==> src/rtl/bfill_pkg.sv <==
package bfill_pkg;
    typedef enum logic [1:0] {
        ST_IDLE  = 2'd0,
        ST_FIRST = 2'd1,
        ST_BURST = 2'd2,
        ST_FLUSH = 2'd3
    } bf_state_t;
endpackage

==> src/rtl/bfill_gate.sv <==
// Evaluates the inhibit conditions for a new cycle.
module bfill_gate #(
    parameter int OFS_W  = 4,
    parameter int SIZE_W = 2
) (
    input  logic              cache_on,
    input  logic              cache_frozen,
    input  logic              burst_on,
    input  logic              page_nocache,
    input  logic              rmw_read,
    input  logic [OFS_W-1:0]  ofs,
    input  logic [SIZE_W-1:0] size_m1,
    output logic              may_cache,
    output logic              want_burst
);
    logic [OFS_W:0] end_ofs;
    logic           crosses;

    always_comb begin
        end_ofs    = {1'b0, ofs} + {{(OFS_W + 1 - SIZE_W){1'b0}}, size_m1};
        crosses    = end_ofs[OFS_W];
        may_cache  = cache_on && !cache_frozen && !page_nocache;
        want_burst = may_cache && burst_on && !rmw_read && !crosses;
    end
endmodule

==> src/rtl/bfill_wrap.sv <==
// Entry index for the current step, wrapping within the line.
module bfill_wrap #(
    parameter int IDX_W = 2
) (
    input  logic [IDX_W-1:0] start,
    input  logic [IDX_W-1:0] step,
    output logic [IDX_W-1:0] idx,
    output logic             last
);
    always_comb begin
        idx  = start + step;
        last = (step == {IDX_W{1'b1}});
    end
endmodule

==> src/rtl/burst_fill_ctrl.sv <==
module burst_fill_ctrl
    import bfill_pkg::*;
#(
    parameter int ADDR_W     = 32,
    parameter int LINE_BYTES = 16,
    parameter int WORD_BYTES = 4,
    parameter int SIZE_W     = 2,
    localparam int OFS_W     = $clog2(LINE_BYTES),
    localparam int WB_W      = $clog2(WORD_BYTES),
    localparam int IDX_W     = OFS_W - WB_W,
    localparam int LINE_W    = ADDR_W - OFS_W
) (
    input  logic              clk,
    input  logic              rst_n,
    input  logic              cyc_start,
    input  logic [ADDR_W-1:0] cyc_addr,
    input  logic [SIZE_W-1:0] cyc_size,
    input  logic              cache_on,
    input  logic              cache_frozen,
    input  logic              burst_on,
    input  logic              page_nocache,
    input  logic              rmw_read,
    input  logic              beat,
    input  logic              burst_ack,
    input  logic              ci_in,
    input  logic              berr,
    output logic              burst_req,
    output logic [ADDR_W-1:0] fill_addr,
    output logic              ent_we,
    output logic [IDX_W-1:0]  ent_idx,
    output logic              ent_valid,
    output logic              cyc_end
);
    bf_state_t         state_q, state_d;
    logic [LINE_W-1:0] line_q, line_d;
    logic [IDX_W-1:0]  start_q, start_d;
    logic [IDX_W-1:0]  step_q, step_d;
    logic              want_q, want_d;
    logic              cache_q, cache_d;

    logic              may_cache, want_burst;
    logic [IDX_W-1:0]  cur_idx;
    logic              last_step;

    bfill_gate #(.OFS_W(OFS_W), .SIZE_W(SIZE_W)) i_gate (
        .cache_on     (cache_on),
        .cache_frozen (cache_frozen),
        .burst_on     (burst_on),
        .page_nocache (page_nocache),
        .rmw_read     (rmw_read),
        .ofs          (cyc_addr[OFS_W-1:0]),
        .size_m1      (cyc_size),
        .may_cache    (may_cache),
        .want_burst   (want_burst)
    );

    bfill_wrap #(.IDX_W(IDX_W)) i_wrap (
        .start (start_q),
        .step  (step_q),
        .idx   (cur_idx),
        .last  (last_step)
    );

    // Next-state and datapath capture
    always_comb begin
        state_d = state_q;
        line_d  = line_q;
        start_d = start_q;
        step_d  = step_q;
        want_d  = want_q;
        cache_d = cache_q;
        unique case (state_q)
            ST_IDLE: begin
                if (cyc_start) begin
                    state_d = ST_FIRST;
                    line_d  = cyc_addr[ADDR_W-1:OFS_W];
                    start_d = cyc_addr[OFS_W-1:WB_W];
                    step_d  = '0;
                    want_d  = want_burst;
                    cache_d = may_cache;
                end
            end
            ST_FIRST: begin
                if (beat) begin
                    step_d = step_q + 1'b1;
                    if (berr)
                        state_d = want_q ? ST_FLUSH : ST_IDLE;
                    else if (!ci_in && want_q && burst_ack)
                        state_d = ST_BURST;
                    else
                        state_d = ST_IDLE;
                end
            end
            ST_BURST: begin
                if (beat) begin
                    step_d = step_q + 1'b1;
                    if (last_step)
                        state_d = ST_IDLE;
                    else if (berr)
                        state_d = ST_FLUSH;
                    else if (!burst_ack)
                        state_d = ST_IDLE;
                end
            end
            ST_FLUSH: begin
                step_d = step_q + 1'b1;
                if (last_step)
                    state_d = ST_IDLE;
            end
        endcase
    end

    // State register
    always_ff @(posedge clk or negedge rst_n) begin
        if (!rst_n) begin
            state_q <= ST_IDLE;
            line_q  <= '0;
            start_q <= '0;
            step_q  <= '0;
            want_q  <= 1'b0;
            cache_q <= 1'b0;
        end else begin
            state_q <= state_d;
            line_q  <= line_d;
            start_q <= start_d;
            step_q  <= step_d;
            want_q  <= want_d;
            cache_q <= cache_d;
        end
    end

    // Outputs
    always_comb begin
        burst_req = 1'b0;
        ent_we    = 1'b0;
        ent_valid = 1'b0;
        ent_idx   = cur_idx;
        fill_addr = {line_q, cur_idx, {WB_W{1'b0}}};
        unique case (state_q)
            ST_IDLE: ;
            ST_FIRST: begin
                burst_req = want_q;
                if (beat) begin
                    ent_we    = cache_q && (berr || !ci_in);
                    ent_valid = !berr;
                end
            end
            ST_BURST: begin
                if (beat) begin
                    ent_we    = cache_q;
                    ent_valid = !berr;
                end
            end
            ST_FLUSH: begin
                ent_we    = cache_q;
                ent_valid = 1'b0;
            end
        endcase
        cyc_end = (state_q != ST_IDLE) && (state_d == ST_IDLE);
    end
endmodule

==> config.mk <==
export PLATFORM = sky130hd
export DESIGN_NAME = burst_fill_ctrl
export DESIGN_NICKNAME = d
export VERILOG_FILES = /design/src/rtl/bfill_pkg.sv /design/src/rtl/bfill_gate.sv /design/src/rtl/bfill_wrap.sv /design/src/rtl/burst_fill_ctrl.sv
export SDC_FILE = /design/constraint.sdc
export NUM_CORES = 1
export LEC_CHECK = 0
export BUFFER_PORTS_ARGS = -buffer_cell sky130_fd_sc_hd__buf_2
export CAP_MARGIN = 20
export CELL_PAD_IN_SITES_DETAIL_PLACEMENT = 0
export CELL_PAD_IN_SITES_GLOBAL_PLACEMENT = 1
export CORE_AREA = 2 2 75 77
export DETAILED_ROUTE_END_ITERATION = 10
export DIE_AREA = 0 0 77 79
export PLACE_DENSITY_LB_ADDON = 0.1
export SYNTH_ARGS = -nofsm -noshare
export SYNTH_HDL_FRONTEND = slang
export SYNTH_HIERARCHICAL = 1
export SYNTH_SLANG_ARGS = --single-unit
export TNS_END_PERCENT = 30
==> constraint.sdc <==
create_clock -name clk -period 2 [get_ports clk]
set_input_delay 0.2 -clock clk [delete_from_list [all_inputs] [get_ports clk]]
set_output_delay 0.2 -clock clk [all_outputs]
set_load 0.02 [all_outputs]
# Word level (Yosys, flattened, before mapping)
# Index checks and enable logic that the tools add are counted.
# op_classes
div_mod_pow	0
shift	0
muxes	20
n_reduce_logical	22
n_bitwise	0
eq_ne	6
add_sub_neg	3
order_cmp	0
multipliers	0
# op_table
op	n
2-bit two-way mux	12
1-bit logical AND	9
2-bit one-hot mux with 4 select lines	1
2-bit == test, second input constant	3
1-bit zero test	6
2-bit one-hot mux with 3 select lines	1
4-bit by 2-bit adder with 5-bit output	1
1-bit two-way mux	5
2-bit zero test	2
2-bit AND reduction	2
1-bit one-hot mux with 3 select lines	1
2-bit by 1-bit adder with 2-bit output, second input constant	1
2-bit adder	1
2-bit by 1-bit == test with 1-bit output, second input constant	1
2-bit by 1-bit inequality test with 1-bit output, second input constant	1
2-bit inequality test, second input constant	1
2-bit nonzero test	1
2-bit OR reduction	1
1-bit logical OR	1
# word_totals
latchBits	0
rom_bits	0
register_bits	36
n_memories	0
wordCells	57
ram_bits	0
output_inout_bits	38

# Longest topological paths before layout
# depth
word_depth	9
mapped_depth	5

# By module
# Netlist, hierarchy kept.
# modules_own_cells
module	area_per_inst_um2	cells_each	instances
burst_fill_ctrl	1741.7	116	1
bfill_gate	50.0	6	1
bfill_wrap	42.5	3	1

# Least setup slack after synthesis
# Ideal clock, no wire load.
# synth_path
path_kind	register to output
startpoint	register state_q[0]
endpoint	output port cyc_end
arrival_time_ns	1.549
setup_slack_ns	0.251
t_required_ns	1.800
path_buffers	0
stages_incl_launch_ff	6
path_cell_list	dfrtp_1 -> inv_1 -> ha_1 -> a21oi_1 -> o221ai_1 -> a211oi_1
# synth_between
elab_chain_len	7
# synth_lines
item	line_no	rtl
start, declared	burst_fill_ctrl.sv:34	bf_state_t state_q, state_d;
start signal, assigned	burst_fill_ctrl.sv:123	state_q <= state_d;
2-bit two-way mux	burst_fill_ctrl.sv:101	else if (!burst_ack)
2-bit two-way mux	burst_fill_ctrl.sv:99	else if (berr)
2-bit two-way mux	burst_fill_ctrl.sv:97	if (last_step)
2-bit two-way mux	burst_fill_ctrl.sv:95	if (beat) begin
2-bit one-hot mux with 4 select lines	burst_fill_ctrl.sv:72	unique case (state_q)
2-bit zero test	burst_fill_ctrl.sv:159	cyc_end = (state_q != ST_IDLE) && (state_d == ST_IDLE);
1-bit logical AND *	burst_fill_ctrl.sv:159	
end, declared	burst_fill_ctrl.sv:32	output logic cyc_end
# Mark *: on every way between the ends. The rest lies on a longest branch, timed or not.

# Worst setup path in the final report
# layout_path
startpoint	register state_q[1]
endpoint	output port cyc_end
# The elaborated chain is that of the path after synthesis.

==> results by group <==
Place
  • Gpl congestion: 0.825
  • Cells after DPL: 273
  • Placed cell area: around 2300 sq um
  • Dpl ws: roughly 0.28 ns
  • Detail Placement HPWL: 2810 um
  • Quantity of I/O buffers inserted on ports: 81

Worst setup path
  • CP Depth: 6
  • CP delay by family, top: flip-flops
  • Critical path's largest stage delay: 0.44 ns
  • CP bufs+invs: 2
  • CP Capture Point: cyc_end
  • CP max FO: 4
  • Slowest-stage cell, CP: dfrtp_2
  • Reg-to-reg slack, setup: 0.27 ns
  • Crit. Startpoint: state_q[1]
  • Critical Path RT: 1.80 ns
  • Cell chain of the critical path: inv_2 -> ha_4 -> nand2_1 -> a221oi_2 -> a211oi_2 -> buf_4
  • Reg2Reg Depth: 5
  • End of the worst register-to-register path: want_q
  • Crit path capture type: primary output
  • Reg2reg start: state_q[0]
  • Setup crit start kind: register
  • Setup CP Type: register to primary output
  • Worst EP arrival: 1.66 ns

Final layout
  • Final Non-Filler Cells: 281
  • Total Nets Final: 262
  • Final Cell Area: roughly 2400 sq um
  • Area grow syn2layout: 32.0%
  • Diodes inserted: 0
  • Layout cell share with drive strength beyond 1: 0.656

Die
  • Core Rows: 27
  • Die area: 6080 sq um
  • Horiz. Die Dim: a little under 80 um
  • IO Pins: 84
  • Die height: 79 um
  • Starting density of the core: 0.344
  • Core ar.: approximately 5300 sq um

Global routing
  • First-pass GRT wire length: 6240 um
  • Vias in the first global route: 1,307
  • Initial antenna violation count: 0
  • Largest net degree at the start of global routing: 37
  • Global route overflow: 0
  • Tot GR Track Use: 0.132

Synth
  • Syn. warnings: 6
  • Seq/Total Area, Yosys: 0.491
  • Synth Register Bits: 36
  • Avg Inst Size Synth: 14.7 sq um
  • Cell area after synthesis: 1830 sq um
  • Count of cell types in the netlist: 29
  • Ys async rst share: 1.00
  • EDFF count, synth: 0
  • Post-Synthesis Cells: 125
  • Top FF cell, synth: dfrtp_1

Clock network
  • CTS tree: done
  • CTS Hold Buffers Added: 0
  • CTS H-Tree Depth: 2
  • Worst skew pair latency: 0.28 ns
  • CTS max path bufs: 2
  • CTS root buf: clkbuf_8
  • Clock sinks: 36
  • Reg clk slew, reported paths: 0.06 ns
  • Total CTS buffers: 5

Power and ir drop
  • Reported net switching power: 0.00148 W
  • Sw Ratio: 0.389
  • Int Power: 0.00233 W
  • VDD IR max: about 0.0012 V
  • Leakage power: 1.29 nW
  • PwrDens: 1580 nW/um^2
  • Sequential Power Share: 0.335
  • Clock power frac: 0.142
  • Total power: 0.00382 W
  • Combinational share of power: 0.523

Drt
  • Iteration-0 DRC Markers: 31
  • Total wire length: 3800 um
  • Detailed Routing Iterations Pass 1: 4
  • Routed Antenna Nets: 0
  • # DRC: 0
  • Detail-routed via count per cell: 4.51
  • Vias: approximately 1,300
  • Routed len/inst: 13.5 um

Timing
  • Unrepaired setup endpoints after global routing: no
  • Slew Viols, Final: 0
  • Minimum clock period: 1.86 ns
  • Worst Clk Skew: 0.00276 ns
  • Fmax: 537 MHz
  • Endpoints failing hold: 0
  • Final worst slack: 0.139 ns
  • Worst slew margin: 0.460
  • Final Cycle Share: 0.931
  • Setup TNS: 0 ns
  • Slew @ Worst Pin: about 0.81 ns
  • # setup viols final: 0

Hold path
  • Hold crit path type: input pin to asynchronous set/reset pin

Status
  • Status: complete, no violations

Flow run
  • Max-Cap Viols: 0
## logic make-up after synthesis
group / count (synthesis) / synth area share
other cells: 1 / 0.00204
compound gates: 13 / 0.0546
fa+ha+maj: 7 / 0.0477
simple gates: 21 / 0.0662
xor+xnor: 1 / 0.0130
mux: 33 / 0.264
flops: 36 / 0.491
buf+inv: 13 / 0.0614
## synth_stat cells, types with 2 or more instances
| master | number | share of area |
|---|---|---|
| a31oi_1 | 2 | 0.0068 |
| nor2b_1 | 2 | 0.0068 |
| buf_4 | 4 | 0.016 |
| mux2_2 | 3 | 0.018 |
| nand2b_1 | 4 | 0.014 |
| a21oi_1 | 3 | 0.0082 |
| nor2_1 | 3 | 0.0061 |
| nand2_1 | 6 | 0.012 |
| dfrtp_1 | 36 | 0.49 |
| inv_1 | 6 | 0.012 |
| mux2_4 | 30 | 0.25 |
| ha_1 | 7 | 0.048 |
| buf_12 | 3 | 0.033 |
## power groups by stage
stage | logic (W) | clock network [W] | registers, W
global placement | 0.00195 | 0 | 0.00127
CTS | 0.00199 | 0.000564 | 0.00128
finish | 0.00200 | 0.000542 | 0.00128
floorplan | 0.00114 | 0 | 0.00162
global route | 0.00213 | 0.000608 | 0.00133
detailed placement | 0.00198 | 0 | 0.00128
## worst min path at each step
| stage | startpoint | to | slack (ns) | cells after the start |
|---|---|---|---|---|
| after floorplan | rst_n | cache_q | -0.1 | 0 |
| after detailed placement | rst_n | state_q[0] | 0.35 | 1 |
| after global routing | rst_n | line_q[16] | 0.08 | 1 |
| after global placement | rst_n | line_q[16] | 0.33 | 1 |
| after CTS | rst_n | step_q[1] | 0.04 | 1 |
| final | rst_n | line_q[16] | 0.02 | 1 |
## sequential cells by signal, summed over array words and instances, names as in the netlist
name     flops
line_q      28
want_q       1
start_q      2
state_q      2
step_q       2
cache_q      1
## metrics by stage
step / hold slack (ns) / utilization
final: 0.0166 / 0.454
after global routing: 0.0773 / 0.454
after CTS: 0.0412 / 0.445
after detailed placement: 0.348 / 0.424
after global placement: 0.332 / 0.424
after floorplan: -0.0956 / -
## worst register-to-register path, delay by kind of cell (launching register included)
family        cells  cell delay [ns]
simple gates      1             0.22
flops             1             0.44
buf+inv           2             0.36
fa+ha+maj         1             0.27
mux               1             0.31
## repair_timing
action                     in CTS  in global routing
setup endpoints to repair       1                  1
pin swaps                       1                  1
gates resized for setup         3                 11
setup buffers                   0                  1
## layout by cell type (no fill, tap or decap), types with 3 or more instances in the layout
cell / instances
buf_2: 80
clkbuf_8: 7
dfrtp_1: 34
ha_1: 4
inv_1: 4
mux2_2: 3
mux2_4: 30
nand2_1: 6
nand2b_1: 4
nor2_1: 3
## layout make-up
cell class,count,area [sq um]
timing repair buffer,83,435
tap,72,90.1
inverter,6,22.5
sequential,36,903
clock buffer,7,96.3
fill,531,2920
multi-input combinational,77,873
## metal layers
metal / track usage / part of all wire
met3: 0.0534 / 0.083
met5: 0 / 0
met1: 0.155 / 0.40
met2: 0.219 / 0.51
met4: 0.0482 / 0.010
Note: power is estimated with default switching activity, not from simulation.
